File: src/rtl/rxim_pkg.sv
package rxim_pkg;
  localparam int NUM_FLAGS = 4;
  localparam int FLAG_HEC = 0;
  localparam int FLAG_SHORT = 1;
  localparam int FLAG_SYM = 2;
  localparam int FLAG_SIG = 3;

  typedef struct packed {
    logic sigChange;
    logic symErr;
    logic shortCell;
    logic hec;
  } evt_t;
endpackage

File: src/rtl/rxim_ctrl.sv
module rxim_ctrl
  import rxim_pkg::*;
#(
  parameter int CELL_BYTES = 53,
  localparam int CNT_W = $clog2(CELL_BYTES + 1)
) (
  input  logic clk,
  input  logic rstN,
  input  logic byteValid,
  input  logic socMark,
  input  logic hecFail,
  input  logic symValid,
  input  logic symUndef,
  input  logic sigGood,
  output evt_t evt
);
  localparam logic [CNT_W-1:0] FULL = CNT_W'(CELL_BYTES);

  logic [CNT_W-1:0] byteCnt;
  logic seenSoc;
  logic sigQ, sigP, arm1, arm2;

  always_ff @(posedge clk) begin
    if (!rstN) begin
      byteCnt <= '0;
      seenSoc <= 1'b0;
    end else if (byteValid) begin
      if (socMark) begin
        byteCnt <= CNT_W'(1);
        seenSoc <= 1'b1;
      end else if (byteCnt < FULL) begin
        byteCnt <= byteCnt + CNT_W'(1);
      end
    end
  end

  always_ff @(posedge clk) begin
    if (!rstN) begin
      sigQ <= 1'b0;
      sigP <= 1'b0;
      arm1 <= 1'b0;
      arm2 <= 1'b0;
    end else begin
      sigQ <= sigGood;
      sigP <= sigQ;
      arm1 <= 1'b1;
      arm2 <= arm1;
    end
  end

  always_comb begin
    evt.hec       = hecFail;
    evt.symErr    = symValid & symUndef;
    evt.shortCell = byteValid & socMark & seenSoc & (byteCnt < FULL);
    evt.sigChange = arm2 & (sigQ != sigP);
  end


  soc_restart_chk: assert property (@(posedge clk) disable iff (!rstN)
    byteValid && socMark |=> byteCnt == CNT_W'(1));


  cnt_bound_chk: assert property (@(posedge clk) disable iff (!rstN)
    byteCnt <= FULL);


  idle_hold_chk: assert property (@(posedge clk) disable iff (!rstN)
    !byteValid |=> $stable(byteCnt));


  sig_edge_chk: assert property (@(posedge clk) disable iff (!rstN)
    arm2 && (sigGood != sigQ) |=> evt.sigChange);
endmodule

File: src/rtl/rxim_flags.sv
module rxim_flags
  import rxim_pkg::*;
(
  input  logic                 clk,
  input  logic                 rstN,
  input  evt_t                 evt,
  input  logic [NUM_FLAGS-1:0] clrFlags,
  output logic [NUM_FLAGS-1:0] flagsQ
);
  logic [NUM_FLAGS-1:0] evtVec;

  always_comb begin
    evtVec = '0;
    evtVec[FLAG_HEC]   = evt.hec;
    evtVec[FLAG_SHORT] = evt.shortCell;
    evtVec[FLAG_SYM]   = evt.symErr;
    evtVec[FLAG_SIG]   = evt.sigChange;
  end

  for (genvar i = 0; i < NUM_FLAGS; i++) begin : g_flag
    always_ff @(posedge clk) begin
      if (!rstN)          flagsQ[i] <= 1'b0;
      else if (evtVec[i]) flagsQ[i] <= 1'b1;
      else if (clrFlags[i]) flagsQ[i] <= 1'b0;
    end


    set_wins_chk: assert property (@(posedge clk) disable iff (!rstN)
      evtVec[i] |=> flagsQ[i]);


    clear_chk: assert property (@(posedge clk) disable iff (!rstN)
      clrFlags[i] && !evtVec[i] |=> !flagsQ[i]);


    sticky_chk: assert property (@(posedge clk) disable iff (!rstN)
      flagsQ[i] && !clrFlags[i] |=> flagsQ[i]);
  end
endmodule

File: src/rtl/rx_integrity_mon.sv
module rx_integrity_mon
  import rxim_pkg::*;
#(
  parameter int CELL_BYTES = 53
) (
  input  logic       clk,
  input  logic       rstN,
  input  logic       byteValid,
  input  logic       socMark,
  input  logic       hecFail,
  input  logic       symValid,
  input  logic       symUndef,
  input  logic       sigGood,
  input  logic [3:0] clrFlags,
  input  logic [3:0] irqEnable,
  output logic [3:0] flags,
  output logic       irq
);
  evt_t evt;
  logic [NUM_FLAGS-1:0] flagsQ;

  rxim_ctrl #(.CELL_BYTES(CELL_BYTES)) u_ctrl (
    .clk(clk), .rstN(rstN), .byteValid(byteValid), .socMark(socMark),
    .hecFail(hecFail), .symValid(symValid), .symUndef(symUndef),
    .sigGood(sigGood), .evt(evt)
  );

  rxim_flags u_flags (
    .clk(clk), .rstN(rstN), .evt(evt), .clrFlags(clrFlags), .flagsQ(flagsQ)
  );

  assign flags = flagsQ;
  assign irq   = |(flagsQ & irqEnable);


  reset_clear_chk: assert property (@(posedge clk) !rstN |=> flags == '0);
endmodule

File: config.mk
export PLATFORM = sky130hd
export DESIGN_NAME = rx_integrity_mon
export DESIGN_NICKNAME = d
export VERILOG_FILES = /design/src/rtl/rxim_pkg.sv /design/src/rtl/rxim_ctrl.sv /design/src/rtl/rxim_flags.sv /design/src/rtl/rx_integrity_mon.sv
export SDC_FILE = /design/constraint.sdc
export NUM_CORES = 1
export LEC_CHECK = 0
export BUFFER_PORTS_ARGS = -buffer_cell sky130_fd_sc_hd__buf_2
export CELL_PAD_IN_SITES_DETAIL_PLACEMENT = 1
export CELL_PAD_IN_SITES_GLOBAL_PLACEMENT = 1
export CORE_MARGIN = 2
export CORE_UTILIZATION = 35
export DETAILED_ROUTE_END_ITERATION = 8
export HOLD_SLACK_MARGIN = 0.12
export MAX_ROUTING_LAYER = met4
export PLACE_DENSITY_LB_ADDON = 0.3
export SLEW_MARGIN = 5
export SYNTH_ARGS = -nofsm -noshare
export SYNTH_HDL_FRONTEND = slang
export SYNTH_SLANG_ARGS = --single-unit
export TNS_END_PERCENT = 100
File: constraint.sdc
create_clock -name clk -period 2.07 [get_ports clk]
set_input_delay 0.3105 -clock clk [delete_from_list [all_inputs] [get_ports clk]]
set_output_delay 0.3105 -clock clk [all_outputs]
set_load 0.005 [all_outputs]
==> impl_metrics.env <==
export IMPL_outcome="finished, final reports clean"
export IMPL_syn_to_final_growth_pct=23.8
export IMPL_cp_end_kind="flip-flop"
export IMPL_wl_per_cell_um=12.8
export IMPL_hold_violations=0
export IMPL_die_area_mm2=0.00222
export IMPL_layout_common_cells="buf_2, dfxtp_1"
export IMPL_fin_area_um2=807
export IMPL_dr_wl_met3_um=57
export IMPL_clock_latency_ns=0.28
export IMPL_arrival_ns=1.83
export IMPL_multi_input_area_um2=333
export IMPL_cts_tree="done"
export IMPL_drive_gt1_frac=0.258
export IMPL_finalSetupTns_ns=0
export IMPL_power_density_mw_per_mm2=653
export IMPL_synth_seq_area_share=0.461
export IMPL_io_pins=21
export IMPL_initial_utilization=0.373
export IMPL_final_common_cell="buf_2"
export IMPL_async_reset_ff_frac=0
export IMPL_total_power_uw=527
export IMPL_grt_usage=0.164
export IMPL_finalSetupViolCount=0
export IMPL_fill_cells=228
export IMPL_wl_met2_um=739
export IMPL_grt_pass1_wl_um=2420
export IMPL_synth_edf_count=0
export IMPL_die_x_um=47.2
export IMPL_maxUsedRoutingLayer="met4"
export IMPL_antenna_found_initial=0
export IMPL_ys_flop_type="dfxtp_1"
export IMPL_drtIter0Drc=7
export IMPL_clockBufferDepth=2
export IMPL_finalCritPeriodShare=0.796
export IMPL_ff_latch_area_um2=300
export IMPL_ant_nets=0
export IMPL_ys_seq_elements=15
export IMPL_hpwl_um=1190
export IMPL_crit_type="flip-flop to flip-flop"
export IMPL_port_buffers=20
export IMPL_diodes=0
export IMPL_vias=589
export IMPL_ys_warn_count=0
export IMPL_cp_top_family="compound AO/OA/AOI/OAI gates"
export IMPL_critPathMaxStageDelay_ns=0.39
export IMPL_htree_levels=1
export IMPL_worst_slew_pin_slew_ns=0.321
export IMPL_placed_area_um2=779
export IMPL_synth_cells=70
export IMPL_synth_distinct_cells=29
export IMPL_finClkSkew_ns=0.00162
export IMPL_critPathBufInv=1
export IMPL_postCtsSetupBuffers=0
export IMPL_coreArea_mm2=0.00175
export IMPL_clkTransAtPathRegs_ns=0.09
export IMPL_drv_cap=0
export IMPL_relSlewSlack=0.785
export IMPL_grt_max_degree=16
export IMPL_rows=15
export IMPL_drv_slew=0
export IMPL_synthesis_nets=88
export IMPL_viasPerCell=4.99
export IMPL_cts_inserted_buffers=3
export IMPL_drc=0
export IMPL_finalNonFillerCells=118
export IMPL_root_buffer="clkbuf_4"
export IMPL_cp_slowest_cell="dfxtp_1"
export IMPL_ctsResizeCount=0
export IMPL_clock_sinks=15
export IMPL_cp_max_fo=6
export IMPL_dp_cells=114
export IMPL_p_leak_uw=0.000357
export IMPL_min_path_type="primary input to flip-flop"
export IMPL_critical_path_required_ns=2.25
export IMPL_finalNetCount=112
export IMPL_grt_overflow_total=0
export IMPL_firstDrtPassIters=3
export IMPL_crit_chain="inv_1, ha_1, nand2b_1, a21o_1, and4b_1, o31a_1"
export IMPL_period_minus_slack_ns=1.65
export IMPL_grt_pass1_vias=558
export IMPL_avgSynthCellArea_um2=9.31
export IMPL_drt_total_wl_um=1510
export IMPL_startpoint_type="flip-flop"
export IMPL_syn_area_um2=652
export IMPL_hold_buffers=0
export IMPL_wl_met1_um=692
export IMPL_max_vdd_ir_drop_mv=0.363
export IMPL_rsz0062_at_grt="false"
export IMPL_place_gp_congestion=0.732
export IMPL_fmax_ghz=0.607
export IMPL_die_y_um=47.2
==> path summary, 6_finish.rpt <==
path	startpoint	endpoint	slack [ns]	cells past startpoint
worst max-delay path	u_ctrl.byteCnt[0]$_SDFFE_PN0P_	u_ctrl.byteCnt[2]$_SDFFE_PN0P_	0.42	6
worst min-delay path	hecFail	u_flags.flagsQ[0]$_SDFFE_PN0P_	0.24	2
worst max register to register	u_ctrl.byteCnt[0]$_SDFFE_PN0P_	u_ctrl.byteCnt[2]$_SDFFE_PN0P_	0.42	6
worst min register to register	u_ctrl.arm1$_DFF_P_	u_ctrl.arm2$_SDFF_PN0_	0.45	1
==> registers in the layout, summed over array words and instances, names as in the netlist <==
name and flops:
u_flags.flagsQ 4, u_ctrl.arm2 1, u_ctrl.sigQ 1, u_ctrl.arm1 1
u_ctrl.byteCnt 6, u_ctrl.seenSoc 1, u_ctrl.sigP 1
==> cell usage after synthesis (2+ instances only) <==
library cell	number	share of area
dfxtp_1	15	0.46
a21oi_1	4	0.031
and2_1	4	0.038
inv_1	4	0.023
nor2b_1	4	0.038
a21boi_1	3	0.035
nand2_1	3	0.017
nand2b_1	3	0.029
o21a_1	3	0.035
a22oi_1	2	0.023
ha_1	2	0.038
nand3_1	2	0.015
nand4_1	2	0.019
nor2_1	2	0.012
nor3b_1	2	0.023
o21ai_0	2	0.015
==> per-stage QoR <==
| step | utilization | hold slack [ns] | worst slack [ns] |
|---|---|---|---|
| after floorplan | - | 0.338 | 0.578 |
| after global placement | 0.447 | 0.416 | 0.531 |
| after detailed placement | 0.447 | 0.427 | 0.445 |
| after CTS | 0.462 | 0.232 | 0.434 |
| after global routing | 0.462 | 0.233 | 0.348 |
| final | 0.462 | 0.240 | 0.422 |
==> layer usage <==
layer  vias up  global-route usage
met5         -                   -
met4         0              0.0500
met3         2              0.0346
met2        18               0.274
met1       272               0.197
li1        297                   -
==> cell families (layout without fill, tap and decap cells) <==
group | count (synthesis) | after routing | share of synthesized area
AOI/OAI and AO/OA | 21 | 21 | 0.223
buffers and inverters | 5 | 28 | 0.0288
DFF | 15 | 15 | 0.461
xor gates and xnor gates | 1 | 1 | 0.0134
and+or+nand+nor | 26 | 26 | 0.236
adders and majority gates | 2 | 2 | 0.0384
==> power breakdown <==
part,leakage [uW],internal (uW),switching [uW]
clock,0.0000177,71.7,96.0
combinational,0.000216,28.4,24.9
sequential,0.000123,299,6.80
total,0.000357,400,128
==> final cells by class <==
type	instances	share of cell area
multi-input combinational	50	0.412
tap	25	0.0388
clock inverter	1	0.00620
timing repair buffer	20	0.124
clock buffer	3	0.0279
inverter	4	0.0186
sequential	15	0.372
Note: power is estimated with default switching activity, not from simulation.
